===== src/rtl/pm_evt_pkg.sv =====
package pm_evt_pkg;
    localparam int STW     = 16;
    localparam int BM_NSRC = 3;

    localparam int B_WAKE = 15;
    localparam int B_OVR  = 11;
    localparam int B_RTC  = 10;
    localparam int B_SLP  = 9;
    localparam int B_PWR  = 8;
    localparam int B_GBL  = 5;
    localparam int B_BM   = 4;
    localparam int B_TMR  = 0;

    localparam logic [STW-1:0] DEF_MASK    = 16'h8F31;
    localparam logic [STW-1:0] RETAIN_MASK = 16'h0F00;

    typedef enum int {BM_FRAME = 0, BM_EXTREQ = 1, BM_INTREQ = 2} bm_src_e;

    typedef struct packed {
        logic wake;
        logic ovr;
        logic rtc;
        logic slp;
        logic pwr;
        logic gbl;
        logic bm;
        logic tmr;
    } evt_t;

    function automatic logic [STW-1:0] evt_to_vec(input evt_t e);
        logic [STW-1:0] v;
        v         = '0;
        v[B_WAKE] = e.wake;
        v[B_OVR]  = e.ovr;
        v[B_RTC]  = e.rtc;
        v[B_SLP]  = e.slp;
        v[B_PWR]  = e.pwr;
        v[B_GBL]  = e.gbl;
        v[B_BM]   = e.bm;
        v[B_TMR]  = e.tmr;
        return v;
    endfunction
endpackage


===== src/rtl/pm_tmr_carry.sv =====
module pm_tmr_carry #(
    parameter int TMR_W      = 32,
    parameter int NARROW_TOP = 23
) (
    input  logic             clk,
    input  logic             rst,
    input  logic [TMR_W-1:0] tmr_val,
    input  logic             wide,
    output logic             carry
);
    localparam int WIDE_TOP = TMR_W - 1;

    logic prev_n, prev_w, primed;
    logic unused_tmr;

    assign unused_tmr = ^tmr_val;

    always_ff @(posedge clk) begin
        if (rst) begin
            prev_n <= 1'b0;
            prev_w <= 1'b0;
            primed <= 1'b0;
        end else begin
            prev_n <= tmr_val[NARROW_TOP];
            prev_w <= tmr_val[WIDE_TOP];
            primed <= 1'b1;
        end
    end

    always_comb begin
        if (!primed)
            carry = 1'b0;
        else if (wide)
            carry = tmr_val[WIDE_TOP] ^ prev_w;
        else
            carry = tmr_val[NARROW_TOP] ^ prev_n;
    end
endmodule


===== src/rtl/pm_evt_src.sv =====
module pm_evt_src import pm_evt_pkg::*; #(
    parameter int NUM_RESUME = 8
) (
    input  logic                  in_sleep,
    input  logic [NUM_RESUME-1:0] resume_evt,
    input  logic [NUM_RESUME-1:0] resume_en,
    input  logic                  pwrbtn_evt,
    input  logic                  pwrbtn_ovr_evt,
    input  logic                  slpbtn_evt,
    input  logic                  rtc_alarm,
    input  logic                  ext_irq,
    input  logic                  ext_rtc_sel,
    input  logic                  pin_irq_func,
    input  logic                  bios_rls_set,
    input  logic                  in_c3,
    input  logic                  bm_frame,
    input  logic                  bm_req,
    input  logic                  bm_int,
    input  logic [BM_NSRC-1:0]    bm_sel,
    input  logic                  tmr_carry,
    output evt_t                  evt
);
    logic [BM_NSRC-1:0] bm_raw;
    logic               alarm_src;

    assign bm_raw[BM_FRAME]  = bm_frame;
    assign bm_raw[BM_EXTREQ] = bm_req;
    assign bm_raw[BM_INTREQ] = bm_int;

    always_comb begin
        alarm_src = ext_rtc_sel ? (ext_irq & pin_irq_func) : rtc_alarm;
        evt.wake  = in_sleep & (|(resume_evt & resume_en));
        evt.ovr   = pwrbtn_ovr_evt;
        evt.rtc   = alarm_src;
        evt.slp   = slpbtn_evt;
        evt.pwr   = pwrbtn_evt;
        evt.gbl   = bios_rls_set;
        evt.bm    = in_c3 & (|(bm_raw & bm_sel));
        evt.tmr   = tmr_carry;
    end
endmodule


===== src/rtl/pm_status_bits.sv =====
module pm_status_bits import pm_evt_pkg::*; (
    input  logic           clk,
    input  logic           rst,
    input  logic           soft_rst,
    input  logic [STW-1:0] set_vec,
    input  logic [STW-1:0] clr_vec,
    input  logic [STW-1:0] force_clr,
    output logic [STW-1:0] bits_q
);
    logic unused_rsv;
    assign unused_rsv = ^((set_vec | clr_vec | force_clr) & ~DEF_MASK);

    for (genvar i = 0; i < STW; i++) begin : g_bit
        if (DEF_MASK[i]) begin : g_live
            logic bit_q;
            always_ff @(posedge clk) begin
                if (soft_rst || (rst && !RETAIN_MASK[i]))
                    bit_q <= 1'b0;
                else if (force_clr[i])
                    bit_q <= 1'b0;
                else if (set_vec[i])
                    bit_q <= 1'b1;
                else if (clr_vec[i])
                    bit_q <= 1'b0;
            end
            assign bits_q[i] = bit_q;
        end else begin : g_rsv
            assign bits_q[i] = 1'b0;
        end
    end
endmodule


===== src/rtl/pm_evt_status.sv =====
module pm_evt_status import pm_evt_pkg::*; #(
    parameter int NUM_RESUME = 8,
    parameter int TMR_W      = 32,
    parameter int NARROW_TOP = 23
) (
    input  logic                  clk,
    input  logic                  rst,
    input  logic                  soft_rst,
    input  logic                  wr_en,
    input  logic [STW-1:0]        wr_data,
    input  logic                  in_sleep,
    input  logic [NUM_RESUME-1:0] resume_evt,
    input  logic [NUM_RESUME-1:0] resume_en,
    input  logic                  pwrbtn_evt,
    input  logic                  pwrbtn_ovr_evt,
    input  logic                  slpbtn_evt,
    input  logic                  rtc_alarm,
    input  logic                  ext_irq,
    input  logic                  ext_rtc_sel,
    input  logic                  pin_irq_func,
    input  logic                  bios_rls_set,
    input  logic                  in_c3,
    input  logic                  bm_frame,
    input  logic                  bm_req,
    input  logic                  bm_int,
    input  logic [BM_NSRC-1:0]    bm_sel,
    input  logic [TMR_W-1:0]      tmr_val,
    input  logic                  tmr_wide,
    output logic [STW-1:0]        status,
    output logic                  wake_req
);
    logic           carry;
    evt_t           evt;
    logic [STW-1:0] set_vec, clr_vec, force_clr;
    logic           wake_req_q;

    pm_tmr_carry #(.TMR_W(TMR_W), .NARROW_TOP(NARROW_TOP)) u_carry (
        .clk     (clk),
        .rst     (rst | soft_rst),
        .tmr_val (tmr_val),
        .wide    (tmr_wide),
        .carry   (carry)
    );

    pm_evt_src #(.NUM_RESUME(NUM_RESUME)) u_src (
        .in_sleep       (in_sleep),
        .resume_evt     (resume_evt),
        .resume_en      (resume_en),
        .pwrbtn_evt     (pwrbtn_evt),
        .pwrbtn_ovr_evt (pwrbtn_ovr_evt),
        .slpbtn_evt     (slpbtn_evt),
        .rtc_alarm      (rtc_alarm),
        .ext_irq        (ext_irq),
        .ext_rtc_sel    (ext_rtc_sel),
        .pin_irq_func   (pin_irq_func),
        .bios_rls_set   (bios_rls_set),
        .in_c3          (in_c3),
        .bm_frame       (bm_frame),
        .bm_req         (bm_req),
        .bm_int         (bm_int),
        .bm_sel         (bm_sel),
        .tmr_carry      (carry),
        .evt            (evt)
    );

    always_comb begin
        set_vec        = evt_to_vec(evt);
        clr_vec        = wr_en ? wr_data : '0;
        force_clr      = '0;
        force_clr[B_PWR] = evt.ovr;
    end

    pm_status_bits u_bits (
        .clk       (clk),
        .rst       (rst),
        .soft_rst  (soft_rst),
        .set_vec   (set_vec),
        .clr_vec   (clr_vec),
        .force_clr (force_clr),
        .bits_q    (status)
    );

    always_ff @(posedge clk) begin
        if (rst || soft_rst)
            wake_req_q <= 1'b0;
        else
            wake_req_q <= evt.wake & ~status[B_WAKE];
    end

    assign wake_req = wake_req_q;
endmodule


===== config.mk =====
export PLATFORM = sky130hd
export DESIGN_NAME = pm_evt_status
export DESIGN_NICKNAME = d
export VERILOG_FILES = /design/src/rtl/pm_evt_pkg.sv /design/src/rtl/pm_tmr_carry.sv /design/src/rtl/pm_evt_src.sv /design/src/rtl/pm_status_bits.sv /design/src/rtl/pm_evt_status.sv
export SDC_FILE = /design/constraint.sdc
export NUM_CORES = 1
export LEC_CHECK = 0
export BUFFER_PORTS_ARGS = -buffer_cell sky130_fd_sc_hd__buf_2
export CAP_MARGIN = 30
export CORE_MARGIN = 3
export CORE_UTILIZATION = 29
export DETAILED_ROUTE_END_ITERATION = 7
export PLACE_DENSITY = 0.86
export RECOVER_POWER = 25
export SYNTH_ARGS = -nofsm -noshare
export SYNTH_HDL_FRONTEND = slang
export SYNTH_HIERARCHICAL = 1
export SYNTH_SLANG_ARGS = --single-unit

===== constraint.sdc =====
create_clock -name clk -period 0.9 [get_ports clk]
set_input_delay 0.135 -clock clk [delete_from_list [all_inputs] [get_ports clk]]
set_output_delay 0.135 -clock clk [all_outputs]
set_load 0.01 [all_outputs]

==> impl_results.md, run 1 <==
- Status: finished clean
- CP Capture Type: output port
- Initial antenna violation count: 0
- WP buf/inv: 1
- Power Density: 1130 nW/um^2
- First-pass DRT Iterations: 4
- Synthesis warning total: 6
- Gp weighted congestion: 0.688
- Total number of vias: 697
- Final setup margin: 0.0369 ns
- Slowest cell on the critical path: dfxtp_2
- Switch share: 24.3%
- Ant diodes: 0
- Comb pwr share: 21.4%
- GRT Max-Usage Layer: met2
- Critical Path AT: 0.73 ns
- Largest net degree at the start of global routing: 11
- Pins over their slew limit: 0
- First-pass GRT wire length: 2.54 mm
- Die Span Y: 57.8 um
- Share of cells above drive strength 1: 48.6%
- Routed Antenna Nets: 0
- Initial Util: 30.9%
- Finished Cell Area: 978 sq um
- Placement Cell Area: 953 sq um
- Starting DRT DRC Count: 15
- M3 GR Usage: 2.90%
- CP startpoint kind: register
- Cells after Synth: 91
- Max Clock Freq: 1160 MHz
- CTS root buf: clkbuf_4
- CTS resizes: 1
- Switching Power: 0.000269 W
- Horiz. Die Dim: 57.8 um
- Number of H-tree levels: 1
- Clk pin slew, worst setup/hold paths: 0.07 ns
- Fillers: 266
- Seq pwr share: 50.4%
- Grt met1 use: 10.4%
- CP Max Fanout: 3
- Avg Cell Area, Syn: 8.57 sq um
- Port Buffers: 55
- Met2 Usage GRT: 17.3%
- Post-route clock skew: 0.0000246 ns
- Sink Count: 12
- CP max stage delay: 0.34 ns
- Mean number of vias per cell: 4.15
- Total wire length: 1.55 mm
- Internal power: 0.000841 W
- HP Class: input pin to register
- Tcrit/Tclk final: 95.9%
- Worst-Skew Late Latency: 0.26 ns
- Unrepaired setup endpoints after global routing: no
- Worst vdd ir: 0.507 mV
- Final HPWL DP: 1.36 mm
- DRC viols: 0
- Footprint of the multi-input gates: 389 sq um
- Worst slack at placement: -0.0202 ns
- CTS tree: yes
- Post-CTS Hold Buffers: 0
- Kind of critical path: register to output port
- Routed len/inst: 9.24 um
- Largest delay contributor family on the critical path: flip-flops
- Total global routing overflow: 0
- Row count: 18
- TritonCTS Buffers: 3
- Clk network pwr share: 28.2%
- Max-cap violations: 0
- Min Clock Period, post-route: 0.863 ns
- Synth-to-layout area growth: 25.5%
- Worst EP required: 0.76 ns
- Total track usage: 9.90%
- Leakage: 0.520 nW
- Synth Cell Area: 779 sq um
- Sequential Area: 244 sq um
- Setup violators final: 0
- Final hold viol count: 0
- Vias in the first global route: 650
- Boundary Pins: 102
- Clk buf depth: 2
- Hold WS: 0.0805 ns
- Fin nets: 225
- Post-CTS Setup Repair Bufs: 0
- Core area: 2520 sq um
- Crit-path cells: buf_2
- Die Area: 3350 sq um
path summary, 6_finish.rpt:
path | depth (start not counted) | endpoint | slack (ns) | start
max | 1 | status[15] | 0.04 | u_bits/g_bit[15].g_live.bit_q$_SDFFE_PP0P_
min | 2 | u_bits/g_bit[9].g_live.bit_q$_SDFFE_PP0P_ | 0.08 | slpbtn_evt
max reg2reg | 3 | u_bits/g_bit[0].g_live.bit_q$_SDFFE_PP0P_ | 0.08 | u_carry/prev_n$_SDFF_PP0_
min reg2reg | 1 | wake_req$_SDFF_PP0_ | 0.43 | u_bits/g_bit[15].g_live.bit_q$_SDFFE_PP0P_
power groups by stage:
| stage | clock network (W) | registers, W | logic (W) |
|---|---|---|---|
| after floorplan | 0 | 0.000571 | 0.000182 |
| after global placement | 0 | 0.000571 | 0.000238 |
| after detailed placement | 0 | 0.000571 | 0.000242 |
| after CTS | 0.000342 | 0.000559 | 0.000243 |
| after global routing | 0.000367 | 0.000563 | 0.000274 |
| final | 0.000313 | 0.000560 | 0.000238 |
placed cells by master (no fill, tap or decap):
master / count
buf_2: 54
conb_1: 15
nor2b_1: 11
dfxtp_1: 9
o21a_1: 8
and2_2: 5
nor2_1: 4
a22oi_1: 4
and2_1: 3
clkbuf_4: 3
nor3_1: 3
dfxtp_2: 3
inv_1: 3
xnor2_1: 2
or2_2: 1
nor4b_1: 1
clkbuf_1: 1
nor3_2: 1
nand2b_1: 1
nand2_1: 1
o22ai_1: 1
a41oi_1: 1
a222oi_1: 1
nand3_1: 1
o21ai_0: 1
state kept, by name, summed over array words and instances, names as in the netlist:
register	flops
wake_req	1
u_carry/prev_w	1
u_bits/g_bit.g_live.bit_q	8
u_carry/primed	1
u_carry/prev_n	1
per-layer routing:
layer  routed length [um]  part of all wire [%]
met5                    0                     0
met4                   27                   1.7
met3                  222                    14
met2                  763                    49
met1                  539                    35
stage by stage:
| stage | util (%) | TNS, ns | cells | power, W |
|---|---|---|---|---|
| detailed placement | 37.8 | -0.0258 | 165 | 0.000813 |
| global route | 38.8 | 0 | 168 | 0.00120 |
| floorplan | - | 0 | 104 | 0.000753 |
| finish | 38.8 | 0 | 168 | 0.00111 |
| CTS | 38.7 | 0 | 168 | 0.00114 |
| global placement | 37.8 | -0.0292 | 165 | 0.000809 |
final cells by class:
type,count,area share [%]
inverter,3,1.15
tap,30,3.84
clock buffer,3,2.30
timing repair buffer,55,28.0
sequential,12,24.9
multi-input combinational,65,39.8
(Power assumes the default switching activity.)
==> run 2: changes to the inputs <==
--- a/config.mk
+++ b/config.mk
@@ -8,11 +8,10 @@
 export BUFFER_PORTS_ARGS = -buffer_cell sky130_fd_sc_hd__buf_2
 export CAP_MARGIN = 30
 export CORE_MARGIN = 3
-export CORE_UTILIZATION = 29
+export CORE_UTILIZATION = 25
 export DETAILED_ROUTE_END_ITERATION = 7
 export PLACE_DENSITY = 0.86
 export RECOVER_POWER = 25
 export SYNTH_ARGS = -nofsm -noshare
 export SYNTH_HDL_FRONTEND = slang
-export SYNTH_HIERARCHICAL = 1
 export SYNTH_SLANG_ARGS = --single-unit
==> run 2 against run 1 <==
Against the previous run: final area shrank 6.9%; sequential share of layout area grew 2.4 points; first-iteration DRC count shrank 27%; die area shrank 6.2%; wire length shrank 2.4%; critical path depth is the same; clock skew is essentially flat; critical endpoint unchanged; largest cell class is now non-clock buffers.
==> impl_results.md, run 2 <==
- Status: finished clean (unchanged)
- Core area: 2300 sq um (was 2520 sq um)
- Netlist cell types: 24
- Top-count cell post-synth: buf_4
- First-pass DRT Iterations: 4 (unchanged)
- GRT Max-Usage Layer: met2 (unchanged)
- Fin nets: 204 (was 225)
- Largest register FFs: 8 (unchanged)
- Post-CTS Setup Repair Bufs: 0 (unchanged)
- Biggest register: u_bits.g_bit.g_live.bit_q (was u_bits/g_bit.g_live.bit_q)
- Post-synth EDFFs: 0
- Slowest cell on the critical path: dfxtp_2 (unchanged)
- Setup violators final: 0 (unchanged)
- Largest delay contributor family on the critical path: flip-flops (unchanged)
- Fillers: 268 (was 266)
- Cells after Synth: 69 (was 91)
- Synth Cell Area: 626 sq um (was 779 sq um)
- Power Density: 1370 nW/um^2 (was 1130 nW/um^2)
- Worst vdd ir: 0.945 mV (was 0.507 mV)
- Top-area cell type share of the netlist area: 38.4%
- CP Max Fanout: 3 (unchanged)
- Port Buffers: 55 (unchanged)
- Ant diodes: 0 (unchanged)
- Tcrit/Tclk final: 95.5% (was 95.9%)
- Post-route clock skew: 0.000146 ns (was 0.0000246 ns)
- Final hold viol count: 0 (unchanged)
- Die Area: 3140 sq um (was 3350 sq um)
- Share of cells above drive strength 1: 58.5% (was 48.6%)
- Post-synthesis sequential area ratio: 38.4%
- Total track usage: 9.33% (was 9.90%)
- First-pass GRT wire length: 2.29 mm (was 2.54 mm)
- Clk buf depth: 2 (unchanged)
- Total wire length: 1.52 mm (was 1.55 mm)
- CP max stage delay: 0.35 ns (was 0.34 ns)
- Mean number of vias per cell: 4.16 (was 4.15)
- Total number of vias: 608 (was 697)
- Routed len/inst: 10.4 um (was 9.24 um)
- HP Class: input pin to register (unchanged)
- WP buf/inv: 1 (unchanged)
- Leakage: 0.471 nW (was 0.520 nW)
- Die Span Y: 56.0 um (was 57.8 um)
- Synth area leaders: dfxtp_1 38%, buf_4 19%, a22oi_2 6.0%
- DRC viols: 0 (unchanged)
- CTS tree: yes (unchanged)
- Fin util: 39.7% (was 38.8%)
- Synth-to-layout area growth: 45.6% (was 25.5%)
- Ys async rst share: 0%
- Starting DRT DRC Count: 11 (was 15)
- Max Clock Freq: 1160 MHz (about the same)
- Kind of critical path: register to output port (unchanged)
- Clk pin slew, worst setup/hold paths: 0.08 ns (was 0.07 ns)
- Avg Cell Area, Syn: 9.07 sq um (was 8.57 sq um)
- Count of state elements after synthesis: 12
- CP startpoint kind: register (unchanged)
- CP Capture Type: output port (unchanged)
- Crit-path cells: buf_6 (was buf_2)
- Pins over their slew limit: 0 (unchanged)
- Synth area leader: dfxtp_1
- Critical Path AT: 0.72 ns (was 0.73 ns)
- Largest net degree at the start of global routing: 9 (was 11)
- Highest-count cells in the layout ignoring fill and taps: 48 x buf_2, 9 x nand2_1, 8 x conb_1, 7 x dfxtp_2, 6 x buf_6 (was 54 x buf_2, 15 x conb_1, 11 x nor2b_1, 9 x dfxtp_1, 8 x o21a_1)
- Initial antenna violation count: 0 (unchanged)
- Number of H-tree levels: 1 (unchanged)
- Gp weighted congestion: 0.679 (was 0.688)
- CTS root buf: clkbuf_4 (unchanged)
- Min Clock Period, post-route: 0.859 ns (was 0.863 ns)
- Met2 Usage GRT: 15.9% (was 17.3%)
- Synthesis warning total: 0 (was 6)
- Boundary Pins: 102 (unchanged)
- Final setup TNS: 0 ns (unchanged)
- M3 GR Usage: 4.87% (was 2.90%)
- Worst EP required: 0.76 ns (about the same)
- TritonCTS Buffers: 3 (unchanged)
- Horiz. Die Dim: 56.0 um (was 57.8 um)
- Sink Count: 12 (unchanged)
- Initial Util: 27.2% (was 30.9%)
- Total global routing overflow: 0 (unchanged)
- Commonest non-fill, non-tap cell in the layout: buf_2 (unchanged)
- Dominant synthesized flop cell: dfxtp_1
- Grt met1 use: 10.3% (was 10.4%)
- Row count: 17 (was 18)
- Worst-Skew Late Latency: 0.26 ns (about the same)
- Vias in the first global route: 538 (was 650)
- Unrepaired setup endpoints after global routing: yes (was no)
- Routed Antenna Nets: 0 (unchanged)
- Final HPWL DP: 1.29 mm (was 1.36 mm)
- Most frequent cells after synthesis: 16 x buf_4, 12 x dfxtp_1, 9 x nand2_1
- Max-cap violations: 0 (unchanged)
-- run 2: final timing paths --
kind / depth (start not counted) / slack (ns) / startpoint / endpoint
setup reg to reg: 3 / 0.14 / u_carry.prev_w$_SDFF_PN0_ / u_bits.g_bit[0].g_live.bit_q$_SDFFE_PN0P_
hold reg to reg: 2 / 0.42 / u_carry.primed$_DFF_P_ / u_bits.g_bit[0].g_live.bit_q$_SDFFE_PN0P_
hold / removal: 2 / 0.02 / pwrbtn_ovr_evt / u_bits.g_bit[8].g_live.bit_q$_SDFFE_PP0P_
setup / recovery: 1 / 0.04 / u_bits.g_bit[15].g_live.bit_q$_SDFFE_PN0P_ / status[15]
-- run 2: repair_timing --
| action | in CTS | in global routing |
|---|---|---|
| setup endpoints to repair | 5 | 8 |
| hold buffers | 0 | 0 |
| resized for setup | 5 | 9 |
-- run 2: cells by family (layout without fill, tap and decap cells) --
| logic type | Yosys count | count (layout) | synth area share, % |
|---|---|---|---|
| AND/OR/NAND/NOR | 21 | 21 | 17.4 |
| buffers and inverters | 17 | 59 | 20.0 |
| AO/OA/AOI/OAI | 15 | 15 | 19.2 |
| flip-flops | 12 | 12 | 38.4 |
| XOR/XNOR | 2 | 2 | 2.80 |
| other | 1 | 8 | 0.599 |
| multiplexers | 1 | 1 | 1.60 |
-- run 2: routing by layer --
metal  part of all wire [%]  vias up  wire length [um]
li1                       -      316                 -
met1                     37      266               566
met2                     54       26               818
met3                    8.6        0               130
met4                      0        0                 0
met5                      0        -                 0
-- run 2: cell type report --
| type | count | area (sq um) | share of cell area (%) |
|---|---|---|---|
| timing repair buffer | 55 | 312 | 34.2 |
| tap | 28 | 35.0 | 3.85 |
| multi-input combinational | 47 | 279 | 30.6 |
| sequential | 12 | 249 | 27.3 |
| clock buffer | 4 | 36.3 | 3.98 |
-- run 2: where the power goes --
group,switching [W],leakage [nW],internal (W)
combinational,0.000108,0.349,0.000145
sequential,0.0000159,0.101,0.000562
clock,0.000176,0.0210,0.000246
-- run 2: per-stage QoR --
step	total power (W)	hold WS [ns]	cell area [sq um]	setup slack (ns)	cells
global placement	0.000820	0.321	837	-0.0308	142
finish	0.00125	0.0214	911	0.0405	146
CTS	0.00126	0.00509	880	0.00783	146
floorplan	0.000732	0.204	652	0.117	76
global route	0.00135	0.0138	911	-0.0130	146
detailed placement	0.000823	0.322	837	-0.0504	142
